==> src/rtl/cmdEchoPkg.sv <==
package cmdEchoPkg;

  parameter int BYTE_W = 8;
  parameter int CNT_W  = 4;

  // Strobes from control to datapath
  typedef struct packed {
    logic push;
    logic pop;
    logic flush;
    logic loadCmd;
    logic loadRes;
    logic shiftTx;
    logic clrCnt;
  } dpCtrl_t;

  // Bus events decoded by the datapath
  typedef struct packed {
    logic sclRise;
    logic sclFall;
    logic startSeen;
    logic stopSeen;
    logic sclHigh;
  } busEv_t;

  typedef enum logic [2:0] {
    ST_IDLE,
    ST_ADDR,
    ST_ADDR_ACK,
    ST_WDATA,
    ST_WDATA_ACK,
    ST_TX,
    ST_TX_ACK
  } ctlState_t;

endpackage

==> src/rtl/cmdEchoDatapath.sv <==
module cmdEchoDatapath
  import cmdEchoPkg::*;
#(
  parameter int DEPTH = 8
) (
  input  logic              clk,
  input  logic              rstN,
  input  logic              sclIn,
  input  logic              sdaIn,
  input  dpCtrl_t           ctl,
  input  logic [BYTE_W-1:0] resultByte,
  output busEv_t            ev,
  output logic              sdaNow,
  output logic [CNT_W-1:0]  bitCnt,
  output logic [BYTE_W-1:0] rxByte,
  output logic [BYTE_W-1:0] headByte,
  output logic              fifoFull,
  output logic              fifoEmpty,
  output logic              txMsb
);

  localparam int PW = (DEPTH > 1) ? $clog2(DEPTH) : 1;
  localparam int CW = PW + 1;
  localparam logic [PW-1:0] LAST_PTR = PW'(DEPTH - 1);
  localparam logic [CW-1:0] FULL_CNT = CW'(DEPTH);

  // Two-flop synchronizers plus one history flop each
  logic [1:0] sclSync, sdaSync;
  logic sclPrev, sdaPrev;
  logic sclS, sdaS;

  always_ff @(posedge clk or negedge rstN) begin
    if (!rstN) begin
      sclSync <= 2'b11;
      sdaSync <= 2'b11;
      sclPrev <= 1'b1;
      sdaPrev <= 1'b1;
    end else begin
      sclSync <= {sclSync[0], sclIn};
      sdaSync <= {sdaSync[0], sdaIn};
      sclPrev <= sclSync[1];
      sdaPrev <= sdaSync[1];
    end
  end

  assign sclS = sclSync[1];
  assign sdaS = sdaSync[1];
  assign sdaNow = sdaS;

  always_comb begin
    ev.sclRise   = sclS & ~sclPrev;
    ev.sclFall   = ~sclS & sclPrev;
    ev.startSeen = sclS & sclPrev & sdaPrev & ~sdaS;
    ev.stopSeen  = sclS & sclPrev & ~sdaPrev & sdaS;
    ev.sclHigh   = sclS;
  end

  // Bit counter and receive shifter
  always_ff @(posedge clk or negedge rstN) begin
    if (!rstN) begin
      bitCnt <= '0;
      rxByte <= '0;
    end else begin
      if (ctl.clrCnt) begin
        bitCnt <= '0;
      end else if (ev.sclRise && bitCnt != {CNT_W{1'b1}}) begin
        bitCnt <= bitCnt + 1'b1;
      end
      if (ev.sclRise) begin
        rxByte <= {rxByte[BYTE_W-2:0], sdaS};
      end
    end
  end

  // Command queue
  logic [BYTE_W-1:0] mem [DEPTH];
  logic [PW-1:0] wrPtr, rdPtr;
  logic [CW-1:0] cnt;

  assign fifoFull  = (cnt == FULL_CNT);
  assign fifoEmpty = (cnt == '0);
  assign headByte  = mem[rdPtr];

  always_ff @(posedge clk) begin
    if (ctl.push) begin
      mem[wrPtr] <= rxByte;
    end
  end

  always_ff @(posedge clk or negedge rstN) begin
    if (!rstN) begin
      wrPtr <= '0;
      rdPtr <= '0;
      cnt   <= '0;
    end else if (ctl.flush) begin
      wrPtr <= '0;
      rdPtr <= '0;
      cnt   <= '0;
    end else begin
      if (ctl.push) begin
        wrPtr <= (wrPtr == LAST_PTR) ? '0 : wrPtr + 1'b1;
      end
      if (ctl.pop) begin
        rdPtr <= (rdPtr == LAST_PTR) ? '0 : rdPtr + 1'b1;
      end
      case ({ctl.push, ctl.pop})
        2'b10:   cnt <= cnt + 1'b1;
        2'b01:   cnt <= cnt - 1'b1;
        default: cnt <= cnt;
      endcase
    end
  end

  // Transmit shifter and captured result
  logic [BYTE_W-1:0] txShift, resReg;

  always_ff @(posedge clk or negedge rstN) begin
    if (!rstN) begin
      txShift <= '1;
      resReg  <= '1;
    end else if (ctl.loadCmd) begin
      txShift <= ctl.pop ? headByte : '1;
      resReg  <= ctl.pop ? resultByte : '1;
    end else if (ctl.loadRes) begin
      txShift <= resReg;
    end else if (ctl.shiftTx) begin
      txShift <= {txShift[BYTE_W-2:0], 1'b1};
    end
  end

  assign txMsb = txShift[BYTE_W-1];


  flush_empties_chk: assert property (@(posedge clk) disable iff (!rstN)
    ctl.flush |=> fifoEmpty);


  depth_bound_chk: assert property (@(posedge clk) disable iff (!rstN)
    cnt <= FULL_CNT);


  push_lands_chk: assert property (@(posedge clk) disable iff (!rstN)
    (ctl.push && !ctl.flush) |=> !fifoEmpty);

endmodule

==> src/rtl/cmdEchoControl.sv <==
module cmdEchoControl
  import cmdEchoPkg::*;
#(
  parameter logic [6:0] TARGET_ADDR = 7'h12
) (
  input  logic              clk,
  input  logic              rstN,
  input  busEv_t            ev,
  input  logic              sdaNow,
  input  logic [CNT_W-1:0]  bitCnt,
  input  logic [BYTE_W-1:0] rxByte,
  input  logic              fifoFull,
  input  logic              fifoEmpty,
  input  logic              txMsb,
  output dpCtrl_t           ctl,
  output logic              sdaOe
);

  localparam logic [CNT_W-1:0] FULL_BYTE = CNT_W'(BYTE_W);

  ctlState_t state, nxt;
  logic ackDrive, rdMode, resNext, masterAck;
  logic byteDone;

  assign byteDone = ev.sclFall && (bitCnt == FULL_BYTE);

  always_comb begin
    nxt = state;
    ctl = '0;
    if (ev.stopSeen) begin
      nxt = ST_IDLE;
      ctl.flush = 1'b1;
    end else if (ev.startSeen) begin
      nxt = ST_ADDR;
      ctl.clrCnt = 1'b1;
    end else begin
      case (state)
        ST_ADDR: if (byteDone) begin
          if (rxByte[BYTE_W-1:1] == TARGET_ADDR) begin
            nxt = ST_ADDR_ACK;
          end else begin
            nxt = ST_IDLE;
            ctl.flush = 1'b1;
          end
        end
        ST_ADDR_ACK: if (ev.sclFall) begin
          ctl.clrCnt = 1'b1;
          if (rdMode) begin
            nxt = ST_TX;
            ctl.loadCmd = 1'b1;
            ctl.pop = !fifoEmpty;
          end else begin
            nxt = ST_WDATA;
          end
        end
        ST_WDATA: if (byteDone) begin
          nxt = ST_WDATA_ACK;
          ctl.push = !fifoFull;
        end
        ST_WDATA_ACK: if (ev.sclFall) begin
          nxt = ST_WDATA;
          ctl.clrCnt = 1'b1;
        end
        ST_TX: if (ev.sclFall) begin
          if (bitCnt == FULL_BYTE) begin
            nxt = ST_TX_ACK;
          end else begin
            ctl.shiftTx = 1'b1;
          end
        end
        ST_TX_ACK: if (ev.sclFall) begin
          if (masterAck) begin
            nxt = ST_TX;
            ctl.clrCnt = 1'b1;
            if (resNext) begin
              ctl.loadRes = 1'b1;
            end else begin
              ctl.loadCmd = 1'b1;
              ctl.pop = !fifoEmpty;
            end
          end else begin
            nxt = ST_IDLE;
          end
        end
        default: ;
      endcase
    end
  end

  always_ff @(posedge clk or negedge rstN) begin
    if (!rstN) begin
      state     <= ST_IDLE;
      ackDrive  <= 1'b0;
      rdMode    <= 1'b0;
      resNext   <= 1'b0;
      masterAck <= 1'b0;
    end else begin
      state <= nxt;
      if (state == ST_ADDR && nxt == ST_ADDR_ACK) begin
        ackDrive <= 1'b1;
        rdMode   <= rxByte[0];
      end else if (state == ST_WDATA && nxt == ST_WDATA_ACK) begin
        ackDrive <= ctl.push;
      end else if (nxt != ST_ADDR_ACK && nxt != ST_WDATA_ACK) begin
        ackDrive <= 1'b0;
      end
      if (ctl.loadCmd) begin
        resNext <= 1'b1;
      end else if (ctl.loadRes) begin
        resNext <= 1'b0;
      end
      if (state == ST_TX_ACK && ev.sclRise) begin
        masterAck <= !sdaNow;
      end
    end
  end

  always_comb begin
    case (state)
      ST_ADDR_ACK, ST_WDATA_ACK: sdaOe = ackDrive;
      ST_TX:                     sdaOe = !txMsb;
      default:                   sdaOe = 1'b0;
    endcase
  end


  sda_steady_chk: assert property (@(posedge clk) disable iff (!rstN)
    (ev.sclHigh && $past(ev.sclHigh)) |-> $stable(sdaOe));


  pop_scl_low_chk: assert property (@(posedge clk) disable iff (!rstN)
    ctl.pop |-> !ev.sclHigh);


  nak_release_chk: assert property (@(posedge clk) disable iff (!rstN)
    (state == ST_TX_ACK && ev.sclFall && !masterAck && !ev.startSeen) |=> !sdaOe);

endmodule

==> src/rtl/cmdEchoTarget.sv <==
module cmdEchoTarget
  import cmdEchoPkg::*;
#(
  parameter logic [6:0] TARGET_ADDR = 7'h12,
  parameter int         DEPTH       = 8
) (
  input  logic              clk,
  input  logic              rstN,
  input  logic              sclIn,
  input  logic              sdaIn,
  output logic              sdaOe,
  output logic              cmdValid,
  output logic [BYTE_W-1:0] cmdByte,
  input  logic [BYTE_W-1:0] resultByte
);

  dpCtrl_t           ctl;
  busEv_t            ev;
  logic              sdaNow, fifoFull, fifoEmpty, txMsb;
  logic [CNT_W-1:0]  bitCnt;
  logic [BYTE_W-1:0] rxByte, headByte;

  cmdEchoDatapath #(.DEPTH(DEPTH)) dp (
    .clk(clk), .rstN(rstN), .sclIn(sclIn), .sdaIn(sdaIn),
    .ctl(ctl), .resultByte(resultByte), .ev(ev), .sdaNow(sdaNow),
    .bitCnt(bitCnt), .rxByte(rxByte), .headByte(headByte),
    .fifoFull(fifoFull), .fifoEmpty(fifoEmpty), .txMsb(txMsb)
  );

  cmdEchoControl #(.TARGET_ADDR(TARGET_ADDR)) ctrl (
    .clk(clk), .rstN(rstN), .ev(ev), .sdaNow(sdaNow), .bitCnt(bitCnt),
    .rxByte(rxByte), .fifoFull(fifoFull), .fifoEmpty(fifoEmpty),
    .txMsb(txMsb), .ctl(ctl), .sdaOe(sdaOe)
  );

  assign cmdValid = ctl.pop;
  assign cmdByte  = headByte;

endmodule

==> config.mk <==
export PLATFORM = sky130hd
export DESIGN_NAME = cmdEchoTarget
export DESIGN_NICKNAME = d
export VERILOG_FILES = /design/src/rtl/cmdEchoPkg.sv /design/src/rtl/cmdEchoDatapath.sv /design/src/rtl/cmdEchoControl.sv /design/src/rtl/cmdEchoTarget.sv
export SDC_FILE = /design/constraint.sdc
export NUM_CORES = 1
export LEC_CHECK = 0
export BUFFER_PORTS_ARGS = -buffer_cell sky130_fd_sc_hd__buf_4
export CAP_MARGIN = 20
export CORE_ASPECT_RATIO = 0.6
export CORE_MARGIN = 5
export CORE_UTILIZATION = 61
export DETAILED_ROUTE_END_ITERATION = 8
export PLACE_DENSITY = 0.79
export SLEW_MARGIN = 20
export SYNTH_ARGS = -nofsm -noshare
export SYNTH_HDL_FRONTEND = slang
export SYNTH_SLANG_ARGS = --single-unit
==> constraint.sdc <==
create_clock -name clk -period 3.35 [get_ports clk]
set_input_delay 0.67 -clock clk [delete_from_list [all_inputs] [get_ports clk]]
set_output_delay 0.67 -clock clk [all_outputs]
set_load 0.02 [all_outputs]
==> out/metrics.sh, run 1 <==
TOTAL_POWER_W=0.004371
DRV_SLEW=0
POWER.NET_SWITCHING_W=0.001216
SYNTH.YOSYS.WARNINGS=0
CTS_HOLD_BUF=0
YOSYSSEQAREASHARE_PCT=63.12
HOLD-WORST-SLACK_NS=0.2886
POST-ROUTE-WORST-SETUP-SLACK_NS=0.2580
DIODES=0
P_CLK_SHARE_PCT=38.5
CRITPATHMAXFANOUT=14
YOSYSTOPAREACELLSHARE_PCT=37.61
TIMING.CRITICAL_PATH.TO_TYPE='flop'
UNREPAIRED_SETUP_ENDPOINTS_AFTER_GLOBAL_ROUTING='false'
DRC=0
POWER.COMBINATIONAL.FRACTION_PCT=14.9
FIN_SKEW_NS=0.007681
CLOCK_PATH_BUFFERS=2
GRT_ANTENNA_BEFORE_REPAIR=0
YOSYSTOPAREACELL='sky130_fd_sc_hd__edfxtp_1'
CRITICAL_PATH_CLASS='flop to flop'
WL_UM=10940
CTS.CLK_SLEW.WORST_PATHS_NS=0.05
CP_DATA_REQUIRED_TIME_NS=3.60
FINAL_CYCLE_UTILIZATION_OF_THE_CRITICAL_PATH_PCT=92.30
DESIGN.PORTCOUNT=22
DRT_FIRST_ITER_VIOLATIONS=393
PWR_DENSITY_CELL_mW_PER_MM2=725.6
CAP_VIOLATIONS=0
TRITONCTS_NUM_SINKS=115
SYNTH.FF_LATCH_COUNT=115
DPL_WORST_SLACK_NS=0.3379
START_UTIL_PCT=63.81
SYNTH_FP_NETS=374
GRT_FIRST_PASS_WIRELENGTH_UM=17890
DRT.ANTENNA.VIOLATING_NETS=0
FILLER_CELL_COUNT=458
AREA.SEQUENTIAL_MM2=0.003227
WORST_PIN_SLEW_NS=1.001
FLOORPLAN.DIE.WIDTH_UM=128.2
NUM-NETS-FINAL=415
HOLD_PATH.CLASS='input port to async pin'
GRT-OVFL-TOTAL=0
POST_SYNTH.CELL_AREA_AVG_UM2=14.52
DR_TOTAL_VIAS=3172
CTS-HTREE-LEVELS=4
POWER_FRAC_SEQ_PCT=46.6
SYNTH.TOP_CELLS.BY_COUNT='64 x sky130_fd_sc_hd__edfxtp_1, 29 x sky130_fd_sc_hd__dfrtp_1, 25 x sky130_fd_sc_hd__nand2_1'
NUMBER_OF_BUFFERS_ADDED_ON_PORTS=21
FMAXACHIEVABLE_GHz=0.3234
GRT_USAGE_PCT=23.87
FINALSETUPVIOLATIONS=0
FLOORPLAN.ROWS=25
FINAL_HOLD_VIOL_COUNT=0
DIE_HEIGHT_UM=80.90
SYNTH-EDFF-COUNT=64
TIMING.MAX_SLEW.REL_SLACK_PCT=33.24
AVGVIACOUNTPERCELL=6.171
RUN_STATUS='finished clean'
CLOCK_BUFFERS_CREATED_BY_TRITONCTS=17
NETLIST_AREA_MM2=0.005110
CRITPATHARRIVALTIME_NS=3.34
YOSYS.CELL_TYPES.COUNT=56
CELLS_TAKING_THE_MOST_AREA_AFTER_SYNTHESIS='sky130_fd_sc_hd__edfxtp_1 38%, sky130_fd_sc_hd__dfrtp_1 14%, sky130_fd_sc_hd__dfstp_2 11%, sky130_fd_sc_hd__mux4_2 7.1%, sky130_fd_sc_hd__mux2_2 5.1%'
POWER.SHARE.SWITCHING_PCT=27.83
TOP_COUNT_CELL_POST_SYNTH='sky130_fd_sc_hd__edfxtp_1'
ROUTEDWLPERCELL_UM=21.28
SYNTH_TOP_FLOP_CELL='sky130_fd_sc_hd__edfxtp_1'
POSTSYNTHCELLCOUNT=352
WORSTSETUPSTARTPOINTTYPE='flop'
FINAL.SETUP.TNS_NS=0
GRT_START_MAX_NET_PINS=52
POST-ROUTE-MIN-PERIOD_NS=3.092
TRITONCTS='yes'
AREAGROWTHSYNTHTOFINISH_PCT=17.87
DRIVE_ABOVE_1_SHARE_PCT=34.73
WORSTSKEWPAIRLATENCY_NS=0.41
PLACE.GP.CONGESTION=0.8926
DIEAREA_MM2=0.01037
POST_DETAIL_PLACE_HPWL_UM=7023
VDD_DROP_MAX_uV=493.3
SYNTH-ASYNC-RESET-RATIO_PCT=44.35
DR.PASS1.ITERS=5
POWER.INTERNAL_W=0.003154
GRT_PASS1_VIAS=3251
FINALCOREUTILIZATION_PCT=75.22
CTS-ROOT-BUF='sky130_fd_sc_hd__clkbuf_16'
DESIGN.CORE.AREA_MM2=0.008008
CELLLEAKAGEPOWER_nW=2.333
MULTIINPUTGATEAREA_MM2=0.001780
## cell type report
class | instances | share of cell area, %
multi-input combinational | 212 | 29.56
timing repair buffer | 37 | 4.612
inverter | 10 | 0.6232
sequential | 115 | 53.57
clock inverter | 10 | 1.163
clock buffer | 22 | 8.226
tap | 108 | 2.243
## cells in the final DEF, fill, tap and decap left out, types with 3 or more instances in the layout
| master | synthesis | final |
|---|---|---|
| sky130_fd_sc_hd__buf_4 | 1 | 37 |
| sky130_fd_sc_hd__o21ai_0 | 8 | 8 |
| sky130_fd_sc_hd__clkbuf_8 | 0 | 3 |
| sky130_fd_sc_hd__edfxtp_1 | 64 | 64 |
| sky130_fd_sc_hd__nand2b_1 | 5 | 5 |
| sky130_fd_sc_hd__nand3_1 | 5 | 5 |
| sky130_fd_sc_hd__clkinv_2 | 0 | 3 |
| sky130_fd_sc_hd__a31oi_1 | 4 | 4 |
| sky130_fd_sc_hd__clkbuf_16 | 0 | 18 |
| sky130_fd_sc_hd__o22a_1 | 8 | 8 |
| sky130_fd_sc_hd__dfrtp_1 | 29 | 28 |
| sky130_fd_sc_hd__inv_1 | 10 | 10 |
| sky130_fd_sc_hd__nor2_1 | 24 | 24 |
| sky130_fd_sc_hd__a22o_1 | 3 | 3 |
| sky130_fd_sc_hd__ha_1 | 10 | 10 |
| sky130_fd_sc_hd__a21oi_1 | 9 | 9 |
| sky130_fd_sc_hd__o22ai_1 | 9 | 9 |
| sky130_fd_sc_hd__nand4_1 | 3 | 3 |
| sky130_fd_sc_hd__mux4_2 | 16 | 16 |
| sky130_fd_sc_hd__mux2_2 | 23 | 23 |
| sky130_fd_sc_hd__nor3_1 | 7 | 7 |
| sky130_fd_sc_hd__or3_1 | 3 | 3 |
| sky130_fd_sc_hd__o31ai_1 | 4 | 4 |
| sky130_fd_sc_hd__dfstp_2 | 22 | 22 |
| sky130_fd_sc_hd__mux2i_1 | 6 | 6 |
| sky130_fd_sc_hd__nand2_1 | 25 | 25 |
| sky130_fd_sc_hd__xor2_1 | 6 | 6 |
## cells by family (layout without fill, tap and decap cells)
family | count (synthesis) | in the layout | share of synthesized area [%]
AO/OA/AOI/OAI | 62 | 62 | 8.570
XOR/XNOR | 8 | 8 | 1.371
adder cells (fa/ha/maj) | 10 | 10 | 2.449
buffers and inverters | 25 | 79 | 2.032
flip-flops | 115 | 115 | 63.12
multiplexers | 46 | 46 | 13.59
AND/OR/NAND/NOR | 86 | 86 | 8.864
## critical path, cell delays in order (launching register included)
cell                        delay, ns
sky130_fd_sc_hd__dfrtp_2         0.49
sky130_fd_sc_hd__inv_1           0.20
sky130_fd_sc_hd__a2bb2oi_1       0.11
sky130_fd_sc_hd__or3_1           0.33
sky130_fd_sc_hd__a21o_1          0.18
sky130_fd_sc_hd__inv_1           0.16
sky130_fd_sc_hd__ha_1            0.28
sky130_fd_sc_hd__ha_1            0.31
sky130_fd_sc_hd__a31oi_1         0.21
sky130_fd_sc_hd__o21bai_1        0.09
sky130_fd_sc_hd__a221oi_1        0.32
sky130_fd_sc_hd__xnor2_1         0.19
sky130_fd_sc_hd__nor2_1          0.07
## flip-flops by register name (all words and copies together) (netlist names)
register        flops
dp.sdaPrev          1
dp.sclSync          2
dp.bitCnt           4
dp.rxByte           8
dp.rdPtr            3
dp.wrPtr            3
ctrl.state          3
dp.sdaSync          2
dp.sclPrev          1
ctrl.resNext        1
dp.cnt              4
ctrl.rdMode         1
ctrl.masterAck      1
dp.resReg           8
dp.mem             64
ctrl.ackDrive       1
dp.txShift          8
## power by group through the flow
stage	Clock (W)	Combinational [W]	Sequential, W
floorplan	0	0.000509	0.00195
global placement	0	0.000609	0.00204
detailed placement	0	0.000632	0.00205
CTS	0.00171	0.000645	0.00203
global route	0.00179	0.000708	0.00207
finish	0.00168	0.000651	0.00204
## routing by layer
layer  up-vias  global-route usage, %  share of wire (%)  wire (µm)
li1       1431                      -                  -          -
met1      1590                  33.53                 45       4872
met2       136                  35.23                 46       5015
met3        15                  8.673                8.4        915
met4         0                  7.415                1.3        138
met5         -                      0                  0          0
## path summary, 6_finish.rpt
kind | start | end | slack, ns | depth (start not counted)
setup / recovery | ctrl.state[2] | dp.cnt[3] | 0.26 | 12
hold / removal | rstN | dp.bitCnt[1] | 0.29 | 1
setup reg to reg | ctrl.state[2] | dp.cnt[3] | 0.26 | 12
hold reg to reg | dp.sclSync[0] | dp.sclSync[1] | 0.36 | 0
max in group asynchronous | rstN | ctrl.state[2] | 2.60 | 1
min in group clk | dp.sclSync[0] | dp.sclSync[1] | 0.36 | 0
## per-stage QoR
stage          area (µm²)  cells
2_1_floorplan        5110    352
5_1_grt              6023    514
4_1_cts              6022    514
6_report             6023    514
3_5_place_dp         5456    482
3_3_place_gp         5456    482
## repair_timing
action / 4_1_cts / 5_1_grt
resized for setup: 0 / 1
endpoints found under the setup margin: 0 / 1
endpoints found under the hold margin: 0 / 0
setup buffers: 0 / 0
Power figures use the tool's default switching activity.
==> inputs of run 2 (changes only) <==
Settings changed: CELL_PAD_IN_SITES_DETAIL_PLACEMENT set to 0, CELL_PAD_IN_SITES_GLOBAL_PLACEMENT set to 1, CORE_UTILIZATION 61 to 51, MAX_ROUTING_LAYER set to met4, PLACE_DENSITY 0.79 to not set, PLACE_DENSITY_LB_ADDON set to 0.1, REMOVE_ABC_BUFFERS set to 1.
==> run 2 against run 1 <==
Sequential power about the same; first-iteration DRC count decreased by 51%; via count decreased by 5.0%; hold slack about the same; largest power group unchanged.
==> out/metrics.sh, run 2 (synthesis gave the netlist of run 1 again) <==
AVGVIACOUNTPERCELL=5.580  # -9.6%
CTS_HOLD_BUF=0  # unchanged
GRT_USAGE_PCT=18.96  # -4.9 points
LARGEST_REGISTER_FF_COUNT=64  # unchanged
DRIVE_ABOVE_1_SHARE_PCT=33.58  # -1.1 points
MOST_FLOPS_REGISTER='dp.mem'
HOLD_PATH.CLASS='input port to async pin'
NUMBER_OF_BUFFERS_ADDED_ON_PORTS=21  # unchanged
TIMING.CRITICAL_PATH.TO_TYPE='flop'
CAP_VIOLATIONS=0  # unchanged
CLOCK_BUFFERS_CREATED_BY_TRITONCTS=17  # unchanged
FMAXACHIEVABLE_GHz=0.3277  # +1.3%
GRT_START_MAX_NET_PINS=52  # unchanged
DESIGN.CORE.AREA_MM2=0.009809  # +23%
WL_UM=10200  # -6.7%
GRT_PASS1_VIAS=2993  # -7.9%
DR_TOTAL_VIAS=3013  # -5.0%
TIMING.MAX_SLEW.REL_SLACK_PCT=34.15  # +0.91 points
GRT_FIRST_PASS_WIRELENGTH_UM=16660  # -6.9%
TRITONCTS='yes'
CTS-HTREE-LEVELS=4  # unchanged
CTS-ROOT-BUF='sky130_fd_sc_hd__clkbuf_16'
POST_CTS_BUFFERS=0  # unchanged
START_UTIL_PCT=52.09  # -12 points
POST_CTS.RESIZED_INSTANCES=0  # unchanged
DIE_HEIGHT_UM=87.54  # +8.2%
TRITONCTS_NUM_SINKS=115  # unchanged
DPL_WORST_SLACK_NS=0.2903  # -0.04762 ns
ROUTEDWLPERCELL_UM=18.89  # -11%
POST-ROUTE-MIN-PERIOD_NS=3.052  # -0.04034 ns
WORSTSETUPSTARTPOINTTYPE='flop'
CELLLEAKAGEPOWER_nW=2.332  # about the same
FINAL.SETUP.TNS_NS=0  # unchanged
DESIGN.PORTCOUNT=22  # unchanged
CRITICAL_PATH_CLASS='flop to flop'
PLACE.GP.CONGESTION=0.8413  # -5.7%
GRT-OVFL-TOTAL=0  # unchanged
DIEAREA_MM2=0.01219  # +18%
CTS.CLK_SLEW.WORST_PATHS_NS=0.05  # about the same
DIODES=0  # unchanged
WORSTSKEWPAIRLATENCY_NS=0.41  # about the same
LAYOUT.CELL_AREA.NON_FILLER_MM2=0.006100  # +1.3%
FINALCOREUTILIZATION_PCT=62.18  # -13 points
CLOCK_PATH_BUFFERS=2  # unchanged
FILLER_CELL_COUNT=728  # +59%
POST-ROUTE-WORST-SETUP-SLACK_NS=0.2983  # +0.04034 ns
DRV_SLEW=0  # unchanged
FINAL_HOLD_VIOL_COUNT=0  # unchanged
NUM-NETS-FINAL=414  # -0.24%
POST_DP_CELL_AREA_MM2=0.005483  # +0.48%
VDD_DROP_MAX_uV=369.0  # -25%
DR.PASS1.ITERS=4  # -1
POST_DETAIL_PLACE_HPWL_UM=6755  # -3.8%
RUN_STATUS='finished clean'
FINAL_CYCLE_UTILIZATION_OF_THE_CRITICAL_PATH_PCT=91.09  # -1.2 points
FLOORPLAN.ROWS=28  # +12%
UNREPAIRED_SETUP_ENDPOINTS_AFTER_GLOBAL_ROUTING='false'
AREAGROWTHSYNTHTOFINISH_PCT=19.37
GRT_ANTENNA_BEFORE_REPAIR=0  # unchanged
CRITPATHARRIVALTIME_NS=3.30  # -0.04 ns
COMMONEST_CELLS_AFTER_ROUTING_FILL_AND_TAPS_ASIDE='64 x sky130_fd_sc_hd__edfxtp_1, 36 x sky130_fd_sc_hd__buf_4, 29 x sky130_fd_sc_hd__dfrtp_1'
FLOORPLAN.DIE.WIDTH_UM=139.2  # +8.6%
DRT_FIRST_ITER_VIOLATIONS=193  # -51%
FIN_SKEW_NS=0.01454  # +0.006863 ns
FINALSETUPVIOLATIONS=0  # unchanged
WORST_PIN_SLEW_NS=0.9878  # -0.01360 ns
DRC=0  # unchanged
FINAL_COMMON_CELL='sky130_fd_sc_hd__edfxtp_1'
DRT.ANTENNA.VIOLATING_NETS=0  # unchanged
PWR_DENSITY_CELL_mW_PER_MM2=739.1  # +1.9%
CRITPATHMAXFANOUT=14  # unchanged
CP_DATA_REQUIRED_TIME_NS=3.60  # about the same
[run 2: cell type report]
class,instances,area (µm²),area share [%]
clock inverters,14,187.7,3.077
clock buffers,18,429.2,7.036
flip-flops and latches,115,3226,52.88
multi-input cells,212,1780,29.19
inverters,10,37.54,0.6154
well taps,135,168.9,2.769
repair buffers,36,270.3,4.431
[run 2: worst max-delay path, cell delays in order, from the launching register on]
cell,delay (ns)
sky130_fd_sc_hd__dfrtp_1,0.58
sky130_fd_sc_hd__nand2_1,0.14
sky130_fd_sc_hd__a2bb2oi_1,0.18
sky130_fd_sc_hd__or3_1,0.33
sky130_fd_sc_hd__a21o_1,0.17
sky130_fd_sc_hd__inv_1,0.13
sky130_fd_sc_hd__ha_1,0.27
sky130_fd_sc_hd__ha_1,0.31
sky130_fd_sc_hd__a31o_2,0.27
sky130_fd_sc_hd__a221oi_1,0.31
sky130_fd_sc_hd__xnor2_1,0.16
sky130_fd_sc_hd__nor2_1,0.05
[run 2: path summary, 6_finish.rpt]
check,start,endpoint,slack [ns],cells after the start
setup reg to reg,ctrl.state[2],dp.cnt[3],0.30,11
max in group asynchronous,rstN,dp.rdPtr[1],2.59,1
hold reg to reg,dp.sclSync[0],dp.sclSync[1],0.35,0
min in group clk,dp.sclSync[0],dp.sclSync[1],0.35,0
hold / removal,rstN,dp.bitCnt[2],0.29,1
setup / recovery,ctrl.state[2],dp.cnt[3],0.30,11
[run 2: metal layers]
| layer | vias to the layer above | track usage, % | routed length [µm] | share of wire [%] |
|---|---|---|---|---|
| met5 | - | - | 0 | 0 |
| met4 | 0 | 5.595 | 27 | 0.26 |
| met3 | 4 | 5.456 | 610 | 6.0 |
| met2 | 72 | 24.89 | 4230 | 41 |
| met1 | 1507 | 28.47 | 5332 | 52 |
| li1 | 1430 | - | - | - |
[run 2: per-stage QoR]
step / total power, W / hold WS [ns] / std cells
after floorplan: 0.002438 / 0.3452 / 337
after global placement: 0.002649 / 0.3471 / 508
after detailed placement: 0.002667 / 0.3468 / 508
after CTS: 0.004542 / 0.3122 / 540
after global routing: 0.004715 / 0.3511 / 540
final: 0.004508 / 0.2883 / 540
[run 2: power by group]
group	total, W	switching [W]	internal, W
Combinational	0.000623	0.000321	0.000301
Clock	0.00186	0.000626	0.00124
Sequential	0.00202	0.000225	0.00180
Total	0.00451	0.00117	0.00334
==> inputs of run 3 (changes only) <==
Settings changed: CORE_MARGIN 5 to not set, HOLD_SLACK_MARGIN set to 0.1, PLACE_DENSITY set to 0.78, PLACE_DENSITY_LB_ADDON 0.1 to not set.
==> run 3 against run 2 <==
Utilization rose by 2.3 points; clock-buffer cell count rose by 7; die area fell by 14%; maximum frequency fell by 1.6%; hold slack improved by 0.014 ns; final area barely moved; cell count fell by 1.3%; critical path depth did not move.
==> out/metrics.sh, run 3 (synthesis gave the netlist of run 1 again) <==
RUN_STATUS='finished clean'
TIMING.CRITICAL_PATH.TO_TYPE='flop'
TOTAL_POWER_W=0.004514  # +0.13%
GRT_ANTENNA_BEFORE_REPAIR=0  # unchanged
DIE_HEIGHT_UM=79.54  # -9.1%
CAP_VIOLATIONS=0  # unchanged
AREA.SEQUENTIAL_MM2=0.003226  # unchanged
FINALCOREUTILIZATION_PCT=64.44  # +2.3 points
DR.PASS1.ITERS=7  # +3
UNREPAIRED_SETUP_ENDPOINTS_AFTER_GLOBAL_ROUTING='false'
FILLER_CELL_COUNT=677  # -7.0%
TRITONCTS_NUM_SINKS=115  # unchanged
DRV_SLEW=0  # unchanged
DPL_WORST_SLACK_NS=0.2627  # -0.02757 ns
TIMING.MAX_SLEW.REL_SLACK_PCT=33.73  # -0.41 points
FINALSETUPVIOLATIONS=0  # unchanged
CTS.CLK_SLEW.WORST_PATHS_NS=0.05  # about the same
GRT_PASS1_VIAS=2902  # -3.0%
FINAL_COMMON_CELL='sky130_fd_sc_hd__edfxtp_1'
CRITPATHARRIVALTIME_NS=3.35  # +0.05 ns
TRITONCTS='yes'
GRT_FIRST_PASS_WIRELENGTH_UM=16150  # -3.0%
VDD_DROP_MAX_uV=387.4  # +5.0%
DRC=0  # unchanged
NUMBER_OF_BUFFERS_ADDED_ON_PORTS=21  # unchanged
PWR_DENSITY_CELL_mW_PER_MM2=740.5  # +0.19%
GRT_START_MAX_NET_PINS=52  # unchanged
WORST_PIN_SLEW_NS=0.9940  # +0.006187 ns
CTS_HOLD_BUF=0  # unchanged
MOST_FLOPS_REGISTER='dp.mem'
POST_CTS.RESIZED_INSTANCES=0  # unchanged
CRITICAL_PATH_CLASS='flop to flop'
DRT_FIRST_ITER_VIOLATIONS=188  # -2.6%
GRT_USAGE_PCT=22.52  # +3.6 points
FLOORPLAN.DIE.WIDTH_UM=131.2  # -5.7%
COMMONEST_CELLS_AFTER_ROUTING_FILL_AND_TAPS_ASIDE='64 x sky130_fd_sc_hd__edfxtp_1, 33 x sky130_fd_sc_hd__buf_4, 29 x sky130_fd_sc_hd__dfrtp_1'
DRT.ANTENNA.VIOLATING_NETS=0  # unchanged
PLACE.GP.CONGESTION=0.8555  # +1.7%
WORSTSKEWPAIRLATENCY_NS=0.41  # about the same
FINAL.SETUP.TNS_NS=0  # unchanged
CTS-ROOT-BUF='sky130_fd_sc_hd__clkbuf_16'
POST-ROUTE-MIN-PERIOD_NS=3.102  # +0.05009 ns
NUM-NETS-FINAL=412  # -0.48%
HOLD_PATH.CLASS='input port to async pin'
DIODES=0  # unchanged
CRITPATHMAXFANOUT=14  # unchanged
FIN_SKEW_NS=0.009418  # -0.005126 ns
CTS-HTREE-LEVELS=4  # unchanged
FLOORPLAN.ROWS=27  # -3.6%
DESIGN.CORE.AREA_MM2=0.009459  # -3.6%
FINAL_CYCLE_UTILIZATION_OF_THE_CRITICAL_PATH_PCT=92.59  # +1.5 points
WL_UM=10260  # +0.60%
DIEAREA_MM2=0.01044  # -14%
CELLLEAKAGEPOWER_nW=2.343  # +0.47%
DESIGN.PORTCOUNT=22  # unchanged
CLOCK_BUFFERS_CREATED_BY_TRITONCTS=17  # unchanged
FMAXACHIEVABLE_GHz=0.3224  # -1.6%
MULTIINPUTGATEAREA_MM2=0.001780  # unchanged
POST_CTS_BUFFERS=0  # unchanged
AREAGROWTHSYNTHTOFINISH_PCT=19.29  # about the same
CP_DATA_REQUIRED_TIME_NS=3.60  # about the same
ROUTEDWLPERCELL_UM=19.26  # +1.9%
DR_TOTAL_VIAS=3057  # +1.5%
FINAL_HOLD_VIOL_COUNT=0  # unchanged
START_UTIL_PCT=54.02  # +1.9 points
POST-ROUTE-WORST-SETUP-SLACK_NS=0.2482  # -0.05009 ns
GRT-OVFL-TOTAL=0  # unchanged
WORSTSETUPSTARTPOINTTYPE='flop'
DRIVE_ABOVE_1_SHARE_PCT=33.25  # -0.33 points
AVGVIACOUNTPERCELL=5.735  # +2.8%
CLOCK_PATH_BUFFERS=2  # unchanged
LARGEST_REGISTER_FF_COUNT=64  # unchanged
POST_DETAIL_PLACE_HPWL_UM=6439  # -4.7%
==> run 3: changes by cell type in the layout (fill, tap and decap cells not counted), sizes merged <==
cell / before / now
buf: 36 / 34
inv: 10 / 11
clkbuf: 18 / 25
clkinv: 6 / 3
clkinvlp: 4 / 1
bufinv: 4 / 2
==> run 3: layer usage <==
| metal | global-route usage, % | part of all wire [%] |
|---|---|---|
| met1 | 31.43 | 49 |
| met2 | 29.47 | 42 |
| met3 | 8.317 | 7.9 |
| met4 | 9.059 | 0.83 |
| met5 | - | 0 |
==> run 3: metrics by stage <==
step | instance area, µm² | hold slack, ns | std cells
floorplan | 5044 | 0.3452 | 337
finish | 6096 | 0.3025 | 533
detailed placement | 5474 | 0.3472 | 501
CTS | 6096 | 0.3191 | 533
global placement | 5474 | 0.3461 | 501
global route | 6096 | 0.3462 | 533
==> run 3: power by group <==
| part | internal (W) | total, W | switching [W] |
|---|---|---|---|
| sequential | 0.00180 | 0.00202 | 0.000226 |
| clock | 0.00125 | 0.00186 | 0.000615 |
| combinational | 0.000301 | 0.000628 | 0.000327 |
==> run 3: final timing paths <==
| path | startpoint | to | slack (ns) | depth (start not counted) |
|---|---|---|---|---|
| max in group asynchronous | rstN | dp.rdPtr[0] | 2.58 | 1 |
| hold / removal | rstN | dp.bitCnt[2] | 0.30 | 1 |
| setup / recovery | ctrl.state[2] | dp.cnt[3] | 0.25 | 11 |
| min in group clk | dp.sclSync[0] | dp.sclSync[1] | 0.35 | 0 |
| hold reg to reg | dp.sclSync[0] | dp.sclSync[1] | 0.35 | 0 |
| setup reg to reg | ctrl.state[2] | dp.cnt[3] | 0.25 | 11 |
==> run 3: cell type report <==
type | instances | share of cell area (%)
Sequential cell | 115 | 52.91
Multi-Input combinational cell | 212 | 29.21
Timing Repair Buffer | 34 | 4.392
Tap cell | 130 | 2.668
Clock inverter | 7 | 1.519
Clock buffer | 25 | 8.682
Inverter | 10 | 0.6158
==> run 3: worst max-delay path, cell delays in order (launching register included) <==
cell and delay [ns]:
sky130_fd_sc_hd__dfrtp_1 0.60, sky130_fd_sc_hd__nand2_1 0.14, sky130_fd_sc_hd__a2bb2oi_1 0.19, sky130_fd_sc_hd__or3_1 0.33
sky130_fd_sc_hd__a21o_1 0.17, sky130_fd_sc_hd__inv_1 0.15, sky130_fd_sc_hd__ha_1 0.28, sky130_fd_sc_hd__ha_1 0.30
sky130_fd_sc_hd__a31o_2 0.26, sky130_fd_sc_hd__a221oi_1 0.32, sky130_fd_sc_hd__xnor2_1 0.16, sky130_fd_sc_hd__nor2_1 0.05
